===== config.mk =====
export PLATFORM = sky130hd
export DESIGN_NAME = burst_addr_seq
export DESIGN_NICKNAME = d
export VERILOG_FILES = /design/src/rtl/burst_addr_seq.sv
export SDC_FILE = /design/constraint.sdc
export NUM_CORES = 1
export LEC_CHECK = 0
export ABC_CLOCK_PERIOD_IN_PS = 2200
export BUFFER_PORTS_ARGS = -buffer_cell sky130_fd_sc_hd__buf_2
export CAP_MARGIN = 40
export CELL_PAD_IN_SITES_DETAIL_PLACEMENT = 1
export CELL_PAD_IN_SITES_GLOBAL_PLACEMENT = 2
export CORE_MARGIN = 10
export CORE_UTILIZATION = 24
export CTS_CLUSTER_DIAMETER = 60
export DETAILED_ROUTE_END_ITERATION = 8
export PLACE_DENSITY = 0.84
export SKIP_CTS_REPAIR_TIMING = 1
export SYNTH_ARGS = -nofsm -noshare
export SYNTH_HDL_FRONTEND = slang
export SYNTH_SLANG_ARGS = --single-unit

===== constraint.sdc =====
create_clock -name clk -period 2.2 [get_ports clk]
set_clock_uncertainty 0.15 [all_clocks]
set_input_delay 0.44 -clock clk [delete_from_list [all_inputs] [get_ports clk]]
set_output_delay 0.44 -clock clk [all_outputs]
set_load 0.02 [all_outputs]

===== src/rtl/burst_addr_seq.sv =====
module burst_addr_seq #(
  parameter int AW = 8
) (
  input  logic          clk,
  input  logic          rst_n,
  input  logic [AW-1:0] addr_in,
  input  logic          ps_n,
  input  logic          cs_n,
  input  logic          cs1_n,
  input  logic          cs2,
  input  logic          cs3_n,
  input  logic          adv_n,
  input  logic          we_n,
  input  logic          ilv_mode,
  output logic [AW-1:0] word_addr,
  output logic          cyc_valid,
  output logic          cyc_write
);
  localparam int HW = AW - 2;

  logic [HW-1:0] hi_q;
  logic [1:0]    base_q;
  logic [1:0]    beat_q;
  logic          valid_q;
  logic          write_q;
  logic [1:0]    low;

  wire sel     = !cs1_n && cs2 && !cs3_n;
  wire p_load  = !ps_n && !cs1_n;
  wire p_block = !ps_n && cs1_n;
  wire c_load  = ps_n && !cs_n;
  wire load    = p_load || c_load;
  wire step    = ps_n && cs_n && !adv_n;

  always_ff @(posedge clk) begin
    if (!rst_n) begin
      hi_q    <= '0;
      base_q  <= '0;
      beat_q  <= '0;
      valid_q <= 1'b0;
      write_q <= 1'b0;
    end else if (load) begin
      hi_q    <= addr_in[AW-1:2];
      base_q  <= addr_in[1:0];
      beat_q  <= '0;
      valid_q <= sel;
      write_q <= sel && !we_n;
    end else if (step) begin
      beat_q  <= beat_q + 2'd1;
    end
  end

  assign low       = ilv_mode ? (base_q ^ beat_q) : (base_q + beat_q);
  assign word_addr = {hi_q, low};
  assign cyc_valid = valid_q;
  assign cyc_write = write_q;

  AST_IDLE_HOLD: assert property (@(posedge clk) disable iff (!rst_n)
    (ps_n && cs_n && adv_n) |=> ($stable(word_addr) && $stable(cyc_valid) && $stable(cyc_write)));
  AST_BLOCKED_HOLD: assert property (@(posedge clk) disable iff (!rst_n)
    p_block |=> ($stable(word_addr) && $stable(cyc_valid) && $stable(cyc_write)));
  AST_UPPER_FIXED: assert property (@(posedge clk) disable iff (!rst_n)
    step |=> ($stable(word_addr[AW-1:2]) && $stable(cyc_valid) && $stable(cyc_write)));
  AST_LINEAR_STEP: assert property (@(posedge clk) disable iff (!rst_n)
    (step && !ilv_mode) |=> (word_addr[1:0] == $past(word_addr[1:0]) + 2'd1));
  AST_UNSELECTED_LOAD: assert property (@(posedge clk) disable iff (!rst_n)
    (load && !(!cs1_n && cs2 && !cs3_n)) |=> !cyc_valid);
  AST_CTRL_DESELECT: assert property (@(posedge clk) disable iff (!rst_n)
    (ps_n && !cs_n && cs1_n) |=> (!cyc_valid && !cyc_write));
  AST_WRITE_NEEDS_VALID: assert property (@(posedge clk) disable iff (!rst_n)
    cyc_write |-> cyc_valid);
endmodule


### Word-level counts from Yosys, hierarchy flattened

Cells that the tools add are included.

* register bits after elaboration: 12
* logic and storage cells: 25

* add/sub/neg operators: 2
* bitwise operators: 2
* muxes and demuxes: 1
* reductions and logical operators: 15

Operators with widths (count)
* logical AND 1 bit: 7
* logical NOT 1 bit: 6
* adder 2 x 1 -> 2 bit (second input constant): 1
* adder 2 bit: 1
* two-way mux 2 bit: 1
* OR reduction 2 bit: 1
* XOR 2 bit: 1
* logical OR 1 bit: 1
* inverter 1 bit: 1

### Depth between registers and ports, before layout

Gate-level depths: netlist of run 1.

* word-level depth: 4
* depth in mapped cells: 4
* mapped depth without buffers: 3

### Least setup slack after synthesis of run 1

OpenSTA, ideal clock, no wires.

* path kind: reg2out
* start: register beat_q[0]
* end: output port word_addr[1]
* arrival: 0.979 ns
* setup slack: 0.631 ns
* stages on the path, launching flop included: 4
* data required time: 1.610 ns
* buffers on the path: 0
* path through: dfxtp_1 -> ha_1 -> nor2b_1 -> xnor2_1

* longest elaborated chain between the ends: 2

Ends and longest elaborated chain
* start, declared: RTL line 23 `logic [1:0] beat_q;`
* start signal, assigned: RTL line 49 `beat_q <= beat_q + 2'd1;`
* adder 2 bit: RTL line 53 `assign low = ilv_mode ? (base_q ^ beat_q) : (base_q + beat_q);`
* two-way mux 2 bit: RTL line 53
* end, declared: RTL line 15 `output logic [AW-1:0] word_addr,`

Every way passes these cells.

### Final worst setup path of run 1

Ends and elaborated chain as after synthesis.

==> impl_metrics.json, run 1 <==
{
  "ys_ff_latch": 12,
  "hold_violations": 0,
  "synth_area_leaders": "dfxtp_1 45%, nand2_1 14%, a21boi_1 8.5%",
  "path_class": "reg -> out",
  "syn_inst": 58,
  "io-pin-count": 28,
  "rows": 16,
  "r2r_slack_ps": 1220,
  "p_leak_nw": 0.3429,
  "worstPathRequired_ps": 1610,
  "async_reset_ff_share_pct": 0,
  "synthTopCellsByCount": "20 x nand2_1, 12 x dfxtp_1, 6 x a21boi_1",
  "die_w_um": 67.02,
  "synth.avg_cell_area_um2": 9.147,
  "period_needed_ps": 1882,
  "antenna_found_initial": 0,
  "first_pass_iters": 4,
  "cts_root_buffer": "clkbuf_4",
  "start_util_pct": 26.24,
  "grt_max_degree": 13,
  "io_buffers": 27,
  "coreArea_um2": 2022,
  "yosysTopAreaCellShare_pct": 45.28,
  "dieArea_um2": 4491,
  "setup-tns-final_ps": 0,
  "fp.dieH_um": 67.02,
  "rsz0062_at_grt": "false",
  "synthesis.area_um2": 530.5,
  "dp_slack_ps": 592.2,
  "synth.distinct_cells": 18,
  "holdCritPathClass": "in -> reg",
  "reg2reg_to": "beat_q[1]",
  "syn2layout_area_growth_pct": 35.61,
  "drive_gt1_share_pct": 40.23,
  "fin_util_pct": 35.58,
  "synth_enable_flop_cells": 0,
  "grt_pass1_wl_um": 2373,
  "ant_nets": 0,
  "cts_max_path_buffers": 2,
  "fmax_mhz": 531.2,
  "drc": 0,
  "hold_end": "cyc_write",
  "tightest_slew_ps": 497.6,
  "grt_overflow": 0,
  "cts_max_level": 1,
  "arrival_ps": 1290,
  "avgRoutedWirePerCell_um": 13.46,
  "cts_made_buffers": 3,
  "yosys_warnings": 0,
  "grt_pass1_vias": 535,
  "drv_slew": 0,
  "clkTransAtPathRegs_ps": 80,
  "reg2reg_depth": 3,
  "yosysMostFrequentCell": "nand2_1",
  "critPathCaptureType": "output port",
  "post-dp-hpwl_um": 1223,
  "startpoint_type": "flip-flop",
  "ir_drop_mv": 0.2204,
  "synthesis.nets": 77,
  "post-route-period-util_pct": 85.56,
  "setup_ws_ps": 317.6,
  "synth-seq-area-share_pct": 45.28,
  "via_count": 494,
  "worstHoldStart": "we_n",
  "crit_path_max_fanout": 3,
  "relSlewSlack_pct": 66.17,
  "tritoncts": "built",
  "clock_latency_ps": 270,
  "min_path_cells": 2,
  "place_congestion": 0.7322,
  "drtIter0Drc": 7,
  "cts.sinks": 12,
  "status": "completed",
  "antennaDiodeCount": 0,
  "multi_input_area_um2": 274.0,
  "regArea_um2": 240.2,
  "via_per_inst": 4.333,
  "cap_violations": 0,
  "wirelength_um": 1535,
  "synthFlopType": "dfxtp_1",
  "synth_top_cell_by_area": "dfxtp_1",
  "timing.rr.start": "beat_q[0]",
  "grt_usage_pct": 6.865,
  "finalPower_mw": 0.4881,
  "nets": 107,
  "fillers": 256,
  "setup_viol_count_final": 0,
  "p_per_area_nw_per_um2": 678.5
}
-- critical path: stages (launching register included) --
cell	delay, ps
dfxtp_1	390
ha_1	160
nor2b_1	150
xnor2_1	130
buf_2	180
-- per-stage QoR --
stage / std cells / hold slack, ps / instance area (µm²)
after floorplan: 58 / 302.2 / 530.5
after global placement: 110 / 289.5 / 683.2
after detailed placement: 110 / 298.8 / 683.2
after CTS: 114 / 202.7 / 719.4
after global routing: 114 / 210.1 / 719.4
final: 114 / 210.9 / 719.4
-- cells in the final DEF (no fill, tap or decap) --
cell type  count
mux2_4         1
xnor2_1        2
ha_1           1
mux2i_2        1
dfxtp_1       12
a21boi_1       6
xor2_1         2
nor2_1         2
o21ai_0        1
nand3_1        2
clkbuf_8       1
nor4bb_1       1
nand3b_1       1
nor2b_1        1
a21boi_2       2
nand2_1       20
buf_2         27
nand4b_1       1
clkbuf_4       3
-- worst max-delay path by stage --
| stage | slack [ps] | from | depth (start not counted) | to |
|---|---|---|---|---|
| 3_3_place_gp | 630 | ps_n | 4 | base_q[0] |
| 3_5_place_dp | 590 | ps_n | 4 | base_q[1] |
| 5_1_grt | 260 | beat_q[0] | 4 | word_addr[1] |
| 6_report | 320 | beat_q[0] | 4 | word_addr[1] |
| 2_1_floorplan | 630 | beat_q[0] | 3 | word_addr[1] |
| 4_1_cts | 300 | beat_q[0] | 4 | word_addr[1] |
-- routing by layer --
layer / global-route usage [%] / vias up / share of wire [%]
li1: - / 249 / -
met1: 6.425 / 225 / 37
met2: 11.97 / 18 / 50
met3: 3.344 / 2 / 11
met4: 3.846 / 0 / 1.8
met5: 0 / - / 0
-- power breakdown --
| part | internal (mW) | leakage, nW | switching, mW | total (mW) |
|---|---|---|---|---|
| Combinational | 0.0348 | 0.224 | 0.0456 | 0.0804 |
| Sequential | 0.228 | 0.0984 | 0.00554 | 0.234 |
| Clock | 0.100 | 0.0210 | 0.0737 | 0.174 |
| Total | 0.363 | 0.343 | 0.125 | 0.488 |
-- cell type report --
class | instances | share of cell area (%)
multi-input combinational | 44 | 38.09
clock buffer | 4 | 5.043
tap | 27 | 4.696
timing repair buffer | 27 | 18.78
sequential | 12 | 33.39
-- logic make-up (layout without fill, tap and decap cells) --
kind of cell / Yosys count / after routing / share of synthesized area (%)
fa+ha+maj: 1 / 1 / 2.358
simple gates: 28 / 28 / 23.59
xor+xnor: 4 / 4 / 6.605
flops: 12 / 12 / 45.28
buf+inv: 2 / 31 / 3.065
mux: 2 / 2 / 5.423
compound gates: 9 / 9 / 13.68
-- flip-flops by register name, indices dropped and copies added, names as in the netlist --
name / flops
beat_q: 2
hi_q: 6
cyc_write: 1
cyc_valid: 1
base_q: 2
(Power assumes the default switching activity.)
==> run 2: changes to the inputs <==
--- a/config.mk
+++ b/config.mk
@@ -15,6 +15,7 @@
 export CTS_CLUSTER_DIAMETER = 60
 export DETAILED_ROUTE_END_ITERATION = 8
 export PLACE_DENSITY = 0.84
+export RECOVER_POWER = 100
 export SKIP_CTS_REPAIR_TIMING = 1
 export SYNTH_ARGS = -nofsm -noshare
 export SYNTH_HDL_FRONTEND = slang
==> run 2 against run 1 <==
Register-to-register slack is essentially flat. Clock-buffer cell count did not move. Global-route usage stayed put. Sequential power barely moved.
==> impl_metrics.json, run 2 (synthesis results as in run 1) <==
{
  "status": "completed",
  "via_count": 483,
  "holdCritPathClass": "in -> reg",
  "syn2layout_area_growth_pct": 30.90,
  "critPathCaptureType": "output port",
  "drive_gt1_share_pct": 24.14,
  "max_stage_delay_ps": 390,
  "period_needed_ps": 1955,
  "relSlewSlack_pct": 51.01,
  "startpoint_type": "flip-flop",
  "clkTransAtPathRegs_ps": 80,
  "crit_path_max_fanout": 3,
  "drv_slew": 0,
  "setup_ws_ps": 244.6,
  "crit_family": "flip-flops",
  "post-dp-hpwl_um": 1223,
  "drtIter0Drc": 6,
  "crit_buf_inv": 1,
  "tritoncts": "built",
  "tightest_slew_ps": 714.5,
  "dieArea_um2": 4491,
  "timing.rr.start": "beat_q[0]",
  "antennaDiodeCount": 0,
  "final_common_cell": "nand2_1",
  "die_w_um": 67.02,
  "post-route-period-util_pct": 88.88,
  "top_register": "hi_q",
  "cts_made_buffers": 3,
  "start_util_pct": 26.24,
  "cts_max_path_buffers": 2,
  "io-pin-count": 28,
  "fillers": 265,
  "top_regs": "hi_q x6, base_q x2, beat_q x2",
  "setup_viol_count_final": 0,
  "p_leak_nw": 0.2943,
  "p_per_area_nw_per_um2": 693.6,
  "startpoint": "beat_q[0]",
  "crit_path_top_delay_cell": "dfxtp_1",
  "drc": 0,
  "grt_overflow": 0,
  "path_class": "reg -> out",
  "ant_nets": 0,
  "cts_root_buffer": "clkbuf_4",
  "ir_drop_mv": 0.2156,
  "clock_latency_ps": 270,
  "hold_violations": 0,
  "largest_register_ff_count": 6,
  "cap_violations": 0,
  "fin_area_um2": 694.4,
  "fmax_mhz": 511.4,
  "rsz0062_at_grt": "false",
  "first_pass_iters": 4,
  "wirelength_um": 1545,
  "rows": 16,
  "grt_max_degree": 13,
  "grt_pass1_wl_um": 2373,
  "layout.cells.most_common_list": "20 x nand2_1, 16 x buf_2, 12 x dfxtp_1",
  "avgRoutedWirePerCell_um": 13.55,
  "cts_max_level": 1,
  "grt_usage_pct": 6.865,
  "path_cells": "ha_1, nor2b_1, xnor2_1, clkbuf_1",
  "coreArea_um2": 2022,
  "fp.dieH_um": 67.02,
  "setup-tns-final_ps": 0,
  "nets": 107,
  "worstPathRequired_ps": 1610,
  "via_per_inst": 4.237,
  "antenna_found_initial": 0,
  "worstHoldStart": "we_n",
  "arrival_ps": 1370,
  "grt_pass1_vias": 535,
  "dp_slack_ps": 592.2,
  "io_buffers": 27,
  "cts.sinks": 12,
  "placedInstanceArea_um2": 683.2,
  "place_congestion": 0.7322
}
[run 2: cell types whose count changed in the layout (fill, tap and decap cells not counted), sizes merged]
cell    change
buf        -11
clkbuf     +11
[run 2: where the power goes]
| part | switching, mW | internal (mW) | leakage [nW] |
|---|---|---|---|
| Combinational | 0.0442 | 0.0283 | 0.175 |
| Sequential | 0.00579 | 0.228 | 0.0984 |
| Clock | 0.0748 | 0.100 | 0.0210 |
| Total | 0.125 | 0.357 | 0.294 |
[run 2: area by class of cell]
| class | count | area, µm² | share of cell area [%] |
|---|---|---|---|
| clock buffers | 4 | 36.28 | 5.225 |
| multi-input cells | 44 | 262.8 | 37.84 |
| flip-flops and latches | 12 | 240.2 | 34.59 |
| well taps | 27 | 33.78 | 4.865 |
| repair buffers | 27 | 121.4 | 17.48 |
[run 2: worst paths after layout]
kind,to,slack (ps),cells after the start
worst max-delay path,word_addr[1],240,4
worst min-delay path,cyc_write,210,2
worst max register to register,beat_q[1],1210,3
worst min register to register,hi_q[0],310,2
[run 2: per-layer routing]
metal | GRT usage [%] | wire [µm] | vias to the layer above
li1 | - | - | 249
met1 | 6.425 | 571 | 216
met2 | 11.97 | 797 | 18
met3 | 3.344 | 176 | 0
met4 | 3.846 | 0 | 0
met5 | 0 | 0 | -
[run 2: through the flow]
step           hold WS, ps  std cells  util (%)  total power, mW
2_1_floorplan        302.2         58         -           0.2880
5_1_grt              210.1        114     34.34           0.5084
3_3_place_gp         289.5        110     33.79           0.3199
6_report             208.8        114     34.34           0.4816
4_1_cts              202.7        114     35.58           0.4974
3_5_place_dp         298.8        110     33.79           0.3223
